[config.mk]
export PLATFORM = sky130hd
export DESIGN_NAME = dual_slope_seq
export DESIGN_NICKNAME = d
export VERILOG_FILES = /design/src/rtl/dsc_pkg.sv /design/src/rtl/dsc_timer.sv /design/src/rtl/dsc_phase_fsm.sv /design/src/rtl/dsc_capture.sv /design/src/rtl/dual_slope_seq.sv
export SDC_FILE = /design/constraint.sdc
export NUM_CORES = 1
export LEC_CHECK = 0
export ABC_CLOCK_PERIOD_IN_PS = 3800
export BUFFER_PORTS_ARGS = -buffer_cell sky130_fd_sc_hd__buf_4
export CORE_MARGIN = 2
export CORE_UTILIZATION = 54
export DETAILED_ROUTE_END_ITERATION = 7
export PLACE_DENSITY = 0.8
export SLEW_MARGIN = 20
export SYNTH_ARGS = -nofsm -noshare
export SYNTH_HDL_FRONTEND = slang
export SYNTH_HIERARCHICAL = 1
export SYNTH_SLANG_ARGS = --single-unit
[constraint.sdc]
create_clock -name clk -period 3.8 [get_ports clk]
set_clock_uncertainty 0.1 [all_clocks]
set_input_delay 0.19 -clock clk [delete_from_list [all_inputs] [get_ports clk]]
set_output_delay 0.19 -clock clk [all_outputs]
set_load 0.005 [all_outputs]
[src/rtl/dsc_pkg.sv]
package dsc_pkg;

  typedef enum logic [2:0] {
    PH_IDLE  = 3'd0,
    PH_AZERO = 3'd1,
    PH_RUNUP = 3'd2,
    PH_RUNDN = 3'd3,
    PH_DONE  = 3'd4
  } phase_t;

endpackage

[src/rtl/dsc_timer.sv]
module dsc_timer #(
  parameter int W = 14
) (
  input  logic         clk,
  input  logic         rst,
  input  logic         clr,
  output logic [W-1:0] cnt
);

  // Free-running phase counter, cleared on every phase change
  always_ff @(posedge clk) begin
    if (rst || clr) begin
      cnt <= '0;
    end else begin
      cnt <= cnt + W'(1);
    end
  end

endmodule

[src/rtl/dsc_phase_fsm.sv]
module dsc_phase_fsm
  import dsc_pkg::*;
#(
  parameter int MAX_LOG2  = 12,
  parameter int AZ_CYCLES = 8,
  parameter int LOG_W     = 4,
  parameter int RES_W     = 14
) (
  input  logic             clk,
  input  logic             rst,
  input  logic             start,
  input  logic [LOG_W-1:0] runup_log2,
  input  logic             cmp_pos,
  input  logic [RES_W-1:0] cnt,
  output phase_t           phase,
  output logic             tmr_clr,
  output logic             pol_neg,
  output logic             finish,
  output logic             over
);

  localparam logic [LOG_W-1:0] KMAX   = LOG_W'(MAX_LOG2);
  localparam logic [RES_W-1:0] AZ_END = RES_W'(AZ_CYCLES - 1);

  phase_t           phase_n;
  logic [LOG_W-1:0] k_q;
  logic [LOG_W-1:0] k_in;
  logic [RES_W-1:0] ru_last;
  logic [RES_W-1:0] rd_last;
  logic             crossed;
  logic             az_end;
  logic             ru_end;
  logic             rd_end;

  assign k_in    = (runup_log2 > KMAX) ? KMAX : runup_log2;
  assign ru_last = (RES_W'(1) << k_q) - RES_W'(1);
  assign rd_last = (RES_W'(2) << k_q) - RES_W'(1);

  // Positive reference (pol_neg) drives integrator up: crossing when it goes positive
  assign crossed = pol_neg ? cmp_pos : ~cmp_pos;
  assign az_end  = (cnt == AZ_END);
  assign ru_end  = (cnt == ru_last);
  assign rd_end  = (cnt == rd_last);

  assign finish  = (phase == PH_RUNDN) && (crossed || rd_end);
  assign over    = ~crossed;

  always_comb begin
    phase_n = phase;
    tmr_clr = 1'b0;
    case (phase)
      PH_IDLE: begin
        tmr_clr = 1'b1;
        if (start) phase_n = PH_AZERO;
      end
      PH_AZERO: begin
        if (az_end) begin
          phase_n = PH_RUNUP;
          tmr_clr = 1'b1;
        end
      end
      PH_RUNUP: begin
        if (ru_end) begin
          phase_n = PH_RUNDN;
          tmr_clr = 1'b1;
        end
      end
      PH_RUNDN: begin
        if (crossed || rd_end) begin
          phase_n = PH_DONE;
          tmr_clr = 1'b1;
        end
      end
      PH_DONE: begin
        phase_n = PH_IDLE;
        tmr_clr = 1'b1;
      end
      default: begin
        phase_n = PH_IDLE;
        tmr_clr = 1'b1;
      end
    endcase
  end

  always_ff @(posedge clk) begin
    if (rst) begin
      phase   <= PH_IDLE;
      k_q     <= '0;
      pol_neg <= 1'b0;
    end else begin
      phase <= phase_n;
      if (phase == PH_IDLE && start) k_q <= k_in;
      if (phase == PH_RUNUP && ru_end) pol_neg <= ~cmp_pos;
    end
  end

  AST_AZ_BOUND: assert property (@(posedge clk) disable iff (rst)
    (phase == PH_AZERO) |-> (cnt <= AZ_END));

  AST_RD_BOUND: assert property (@(posedge clk) disable iff (rst)
    (phase == PH_RUNDN) |-> (cnt <= rd_last));

  AST_LEN_HELD: assert property (@(posedge clk) disable iff (rst)
    (phase != PH_IDLE) |=> $stable(k_q));

  AST_POL_HELD: assert property (@(posedge clk) disable iff (rst)
    (phase == PH_RUNDN) |=> $stable(pol_neg));

endmodule

[src/rtl/dsc_capture.sv]
module dsc_capture #(
  parameter int RES_W = 14
) (
  input  logic             clk,
  input  logic             rst,
  input  logic             finish,
  input  logic             over,
  input  logic             pol_neg,
  input  logic [RES_W-1:0] cnt,
  output logic [RES_W-1:0] result_q,
  output logic             sign_q,
  output logic             ovr_q
);

  // Count includes the run-down cycle in which the crossing is seen
  always_ff @(posedge clk) begin
    if (rst) begin
      result_q <= '0;
      sign_q   <= 1'b0;
      ovr_q    <= 1'b0;
    end else if (finish) begin
      result_q <= cnt + RES_W'(1);
      sign_q   <= pol_neg;
      ovr_q    <= over;
    end
  end

  AST_RESULT_HOLD: assert property (@(posedge clk) disable iff (rst)
    !finish |=> $stable(result_q) && $stable(sign_q) && $stable(ovr_q));

endmodule

[src/rtl/dual_slope_seq.sv]
module dual_slope_seq
  import dsc_pkg::*;
#(
  parameter int MAX_LOG2  = 12,
  parameter int AZ_CYCLES = 8,
  parameter int LOG_W     = $clog2(MAX_LOG2 + 1),
  parameter int RES_W     = MAX_LOG2 + 2
) (
  input  logic             clk,
  input  logic             rst,
  input  logic             start,
  input  logic [LOG_W-1:0] runup_log2,
  input  logic             cmp_pos,
  output logic             az_sw,
  output logic             in_sw,
  output logic             refp_sw,
  output logic             refn_sw,
  output logic             busy,
  output logic             done,
  output logic [RES_W-1:0] result,
  output logic             sign,
  output logic             overrange
);

  phase_t           phase;
  logic             tmr_clr;
  logic             pol_neg;
  logic             finish;
  logic             over;
  logic [RES_W-1:0] cnt;

  dsc_timer #(.W(RES_W)) u_timer (
    .clk (clk),
    .rst (rst),
    .clr (tmr_clr),
    .cnt (cnt)
  );

  dsc_phase_fsm #(
    .MAX_LOG2  (MAX_LOG2),
    .AZ_CYCLES (AZ_CYCLES),
    .LOG_W     (LOG_W),
    .RES_W     (RES_W)
  ) u_fsm (
    .clk        (clk),
    .rst        (rst),
    .start      (start),
    .runup_log2 (runup_log2),
    .cmp_pos    (cmp_pos),
    .cnt        (cnt),
    .phase      (phase),
    .tmr_clr    (tmr_clr),
    .pol_neg    (pol_neg),
    .finish     (finish),
    .over       (over)
  );

  dsc_capture #(.RES_W(RES_W)) u_capture (
    .clk      (clk),
    .rst      (rst),
    .finish   (finish),
    .over     (over),
    .pol_neg  (pol_neg),
    .cnt      (cnt),
    .result_q (result),
    .sign_q   (sign),
    .ovr_q    (overrange)
  );

  // Switch controls decode straight from the phase and polarity flops
  assign az_sw   = (phase == PH_AZERO);
  assign in_sw   = (phase == PH_RUNUP);
  assign refp_sw = (phase == PH_RUNDN) &&  pol_neg;
  assign refn_sw = (phase == PH_RUNDN) && !pol_neg;
  assign busy    = (phase == PH_AZERO) || (phase == PH_RUNUP) || (phase == PH_RUNDN);
  assign done    = (phase == PH_DONE);

  AST_SW_ONEHOT: assert property (@(posedge clk) disable iff (rst)
    $onehot0({az_sw, in_sw, refp_sw, refn_sw}));

  AST_IDLE_QUIET: assert property (@(posedge clk) disable iff (rst)
    !busy |-> !(az_sw || in_sw || refp_sw || refn_sw));

  AST_DONE_PULSE: assert property (@(posedge clk) disable iff (rst)
    done |=> !done);

  AST_DONE_AFTER_RD: assert property (@(posedge clk) disable iff (rst)
    $rose(done) |-> $past(refp_sw || refn_sw));

endmodule

## Yosys cells after proc, flatten, opt, wreduce, memory -nomap -nowiden

Cells that the tools add are included.

| storage, ports and cells | value |
|---|---|
| register bits | 38 |
| word-level logic and storage cells | 49 |
| output and inout port bits | 22 |
| bits of input ports | 8 |

| operators by class | value |
|---|---|
| $lt $le $gt $ge | 1 |
| eq/ne operators | 11 |
| add/subtract/negate cells | 3 |
| reductions and logical operators | 12 |
| muxes and demuxes | 11 |
| bitwise logic cells | 2 |
| shifts and indexed selects | 2 |

Operators by type and width:

| operator | count |
|---|---|
| $eq A14 B14 Y1 | 2 |
| $sub A14 B2 Y14 const B | 2 |
| $add A14 B1 Y14 const B | 1 |
| $eq A14 B3 Y1 const B | 1 |
| $shl A1 B4 Y14 const A | 1 |
| $shl A2 B4 Y14 const A | 1 |
| $mux W3 | 4 |
| $pmux W3 S4 | 1 |
| $eq A3 B2 Y1 const B | 2 |
| $ne A2 B1 Y1 const B | 3 |
| $logic_and A1 B1 Y1 | 5 |
| $gt A4 B4 Y1 const B | 1 |
| $logic_or A1 B1 Y1 | 4 |
| $mux W1 | 4 |
| $mux W4 | 1 |
| $reduce_and A4 Y1 | 1 |
| $eq A3 B1 Y1 const B | 1 |
| $eq A3 B3 Y1 const B | 1 |
| $logic_not A3 Y1 | 1 |
| $pmux W1 S3 | 1 |
| $ne A2 B2 Y1 const B | 1 |
| $not A1 Y1 | 2 |
| $logic_not A1 Y1 | 1 |

## Longest topological paths before layout

| logic depth | value |
|---|---|
| word-level depth | 7 |
| gate-level depth with buffers | 18 |
| gate-level depth less buffers | 13 |

## Cells and area by module

Netlist, hierarchy kept.

By module, submodules not included:

| module | times used | area each (um^2) | cells each |
|---|---|---|---|
| dsc_phase_fsm | 1 | 1,402.6 | 196 |
| dsc_capture | 1 | 809.5 | 91 |
| dsc_timer | 1 | 613.1 | 66 |
| dual_slope_seq | 1 | 56.3 | 6 |

## Worst setup path after synthesis

OpenSTA, ideal clock, no wires.

| timing | value |
|---|---|
| kind | register to register |
| start point | register u_fsm.k_q[3] |
| end point | register u_capture.result_q[11] |
| arrival | 3.565 ns |
| slack | 0.044 ns |
| setup time | 0.091 ns |
| period minus slack after synthesis | 3.756 ns |
| stages on the path, launching flop included | 17 |
| path buffers | 7 |
| path through | dfxtp_1 > clkbuf_1 > buf_2 > buf_2 > nand3b_1 > ha_1 > buf_2 > buf_1 > o21ai_0 > a2111oi_0 > and4bb_1 > a32oi_1 > nor2_1 > clkbuf_1 > clkbuf_1 > nor2_1 > a311oi_1 |

| on the way | value |
|---|---|
| cells in the longest elaborated chain, start to end | 5 |

Ends and longest elaborated chain:

| element | line | source |
|---|---|---|
| from (decl) | dsc_phase_fsm.sv:26 | `logic [LOG_W-1:0] k_q;` |
| from (signal assigned) | dsc_phase_fsm.sv:92 | `if (phase == PH_IDLE && start) k_q <= k_in;` |
| $shl A2 B4 Y14 | dsc_phase_fsm.sv:37 | `assign rd_last = (RES_W'(2) << k_q) - RES_W'(1);` |
| $sub A14 B2 Y14 | dsc_phase_fsm.sv:37 |  |
| $eq A14 B14 Y1 | dsc_phase_fsm.sv:43 | `assign rd_end = (cnt == rd_last);` |
| $logic_or A1 B1 Y1 | dsc_phase_fsm.sv:45 | `assign finish = (phase == PH_RUNDN) && (crossed \|\| rd_end);` |
| $logic_and A1 B1 Y1 | dsc_phase_fsm.sv:45 |  |
| named net finish | dual_slope_seq.sv:28 | `logic finish;` |
| to (signal assigned) | dsc_capture.sv:22 | `result_q <= cnt + RES_W'(1);` |
| to (decl) | dsc_capture.sv:10 | `output logic [RES_W-1:0] result_q,` |

The timed path passes the listed nets, and every way through them passes these cells.
A chain may end at the register's enable or synchronous reset.

## Final worst setup path

| timing | value |
|---|---|
| start point | register u_fsm.k_q[3] |
| end point | register u_timer.cnt[13] |

| on the way | value |
|---|---|
| cells in the longest elaborated chain, start to end | 7 |

Ends and longest elaborated chain:

| element | line | source |
|---|---|---|
| $shl A2 B4 Y14 | dsc_phase_fsm.sv:37 |  |
| $sub A14 B2 Y14 | dsc_phase_fsm.sv:37 |  |
| $eq A14 B14 Y1 | dsc_phase_fsm.sv:43 |  |
| $logic_or A1 B1 Y1 | dsc_phase_fsm.sv:69 | `if (crossed \|\| rd_end) begin` |
| $mux W1 | dsc_phase_fsm.sv:69 |  |
| $pmux W1 S3 (*) | dsc_phase_fsm.sv:51 | `case (phase)` |
| named net tmr_clr | dual_slope_seq.sv:26 | `logic tmr_clr;` |
| $logic_or A1 B1 Y1 (*) | dsc_timer.sv:12 | `if (rst \|\| clr) begin` |
| to (signal assigned) | dsc_timer.sv:15 | `cnt <= cnt + W'(1);` |
| to (decl) | dsc_timer.sv:7 | `output logic [W-1:0] cnt` |

Mark *: on every way through the listed nets, which the timed path passes. The rest lies on a longest branch.

==> out/metrics.yaml <==
insertion_delay_ns: 0.29
finalHoldViolations: 0
final.setup.tns_ns: 0
worst_pin_slew_ns: 0.6821
vias: 2902
nNetsFinal: 395
powerDensity_mw_per_mm2: 311.6
avgSynthCellArea_um2: 8.027
area_growth_pct: 15.72
yosys.area.top_type: "dfxtp_1"
leakagePower_nw: 1.152
pin_count: 30
grt_pass1_wl_um: 12610
htreeDepth: 2
fp-row-count: 26
viasPerCell: 6.378
grt_usage: 0.2616
ys_top_cells_by_area: "dfxtp_1 26%, nor2_1 5.1%, xnor2_1 3.3%"
period_needed_ns: 3.527
yosysSeqAreaShare: 0.2640
tritoncts: "built"
max-slew-margin-rel: 0.5388
share_comb_of_total_power: 0.193
cts.reportedPaths.clkPinSlew_ns: 0.08
slew_violations: 0
finalCritPeriodShare: 0.9281
start_util: 0.5606
overflow: 0
internal_power_mw: 0.7710
synth_edf_count: 0
clockPowerShare: 0.411
cp-start-kind: "register"
status: "finished clean"
clockRootBuffer: "clkbuf_8"
p_total_mw: 1.039
synth_cell_types: 74
clockBufferDepth: 2
ys_ff_latch: 38
synthCells: 359
syn_area_mm2: 0.002882
numCtsBuffers: 5
drc: 0
yosys_warnings: 6
crit_fanout: 11
cp_data_required_time_ns: 3.93
dr.pass1.iters: 5
synth_most_common_cell: "nor2_1"
ant_nets: 0
die-area_mm2: 0.005937
rsz0062_at_grt: "false"
drtIter0Drc: 302
grt_pass1_vias: 2564
hpwlAfterDp_um: 5115
end_kind: "register"
critPathArrivalTime_ns: 3.66
cts_hold_buf: 0
seqPwrFrac: 0.396
setup_viol: 0
grt_antenna_before_repair: 0
synth_ff_type: "dfxtp_1"
swShare: 0.2580
syn_nets: 370
async_flop_share: 0
synth.top_cell.area_share: 0.2640
ir_drop_mv: 0.3508
synthTopCellsByCount: "39 x nor2_1, 38 x dfxtp_1, 22 x nand2_1, 14 x a21oi_1, 14 x clkbuf_1"
hp-class: "in -> reg"
die_h_um: 77.05
n_antenna_cell: 0
gp_congestion: 0.9022
coreArea_mm2: 0.005140
io_buffers: 29
grt_max_degree: 40
drive_gt1_frac: 0.1896
die_x_um: 77.05
criticalPathCategory: "reg -> reg"
wl_per_cell_um: 16.79
power.switching_mw: 0.2680
drv_cap: 0
max_freq_mhz: 283.5
clock_sinks: 38
finalWirelength_um: 7641
[final cells by class]
cell class | instances | area [um^2]
Sequential cell | 38 | 760.7
Fill cell | 454 | 1805
Clock inverter | 2 | 60.06
Timing Repair Buffer | 43 | 326.6
Tap cell | 70 | 87.58
Inverter | 12 | 45.04
Multi-Input combinational cell | 284 | 1972
Clock buffer | 6 | 82.58
[metal layers]
layer  GRT usage  up-vias  wire [um]
met1      0.3601     1364       3450
met5           0        -          0
li1            -     1384          -
met4     0.07857        0        150
met2      0.4096      136       3475
met3     0.05882       18        565
[what timing repair did]
item	4_1_cts	5_1_grt
resized for setup	0	3
buffers inserted	0	0
endpoints found under the setup margin	0	17
[stage by stage]
stage / std cells / hold WS, ns / instance area [um^2] / worst slack [ns] / utilization
CTS: 455 / 0.04690 / 3327 / 0.1680 / 0.6473
finish: 455 / 0.04783 / 3334 / 0.2731 / 0.6487
global route: 455 / 0.06593 / 3334 / 0.05201 / 0.6487
floorplan: 359 / 0.1621 / 2882 / 0.04442 / -
detailed placement: 447 / 0.3626 / 3184 / 0.2356 / 0.6195
global placement: 447 / 0.3541 / 3184 / 0.3702 / 0.6195
[state kept, by name, summed over array words and instances (netlist names)]
signal and flops:
u_capture/ovr_q 1, u_fsm/phase 3, u_timer/cnt 14, u_fsm/k_q 4, u_fsm/pol_neg 1, u_capture/sign_q 1
u_capture/result_q 14
[kinds of logic after synthesis]
kind of cell | Yosys count | synth area share
buf+inv | 37 | 0.05384
xor+xnor | 22 | 0.06687
mux | 7 | 0.02518
fa+ha+maj | 3 | 0.01303
compound gates | 80 | 0.2041
simple gates | 172 | 0.3730
flops | 38 | 0.2640
[cell usage in the layout, fill, tap and decap left out, drive strengths merged, types with 4 or more instances in the layout]
master / n
nor4: 6
a211oi: 4
nand2b: 10
xor2: 11
nor3b: 5
a2111oi: 5
buf: 43
nor4b: 5
clkbuf: 6
inv: 12
nand4: 10
mux2i: 5
or3: 5
nor2b: 12
o21ai: 12
or3b: 5
nand2: 22
nand3: 14
a31oi: 5
nor3: 7
xnor2: 11
dfxtp: 38
or4: 5
o31ai: 5
a21oi: 14
nor2: 40
and2: 4
a311oi: 7
[critical path, stage by stage (launching register included)]
cell      delay [ns]
dfxtp_1         0.33
or4_4           0.55
ha_2            0.27
or3_1           0.34
a21oi_1         0.21
mux2i_1         0.20
and4bb_1        0.22
a32oi_1         0.27
a31oi_1         0.13
or2_2           0.40
a311o_2         0.38
nand2_1         0.06
[power by group through the flow]
| stage | clock (mW) | sequential, mW | combinational (mW) |
|---|---|---|---|
| after floorplan | 0 | 0.418 | 0.142 |
| after global placement | 0 | 0.420 | 0.187 |
| after detailed placement | 0 | 0.420 | 0.192 |
| after CTS | 0.434 | 0.411 | 0.194 |
| after global routing | 0.449 | 0.413 | 0.216 |
| final | 0.428 | 0.411 | 0.200 |
[path summary, 6_finish.rpt]
path	cells after the start	slack [ns]	from	to
setup / recovery	11	0.27	u_fsm/k_q[3]	u_timer/cnt[13]
setup reg to reg	11	0.27	u_fsm/k_q[3]	u_timer/cnt[13]
hold / removal	3	0.05	runup_log2[2]	u_fsm/k_q[2]
hold reg to reg	2	0.39	u_capture/result_q[4]	u_capture/result_q[4]
No activity file was read; power rests on OpenSTA's default activity.
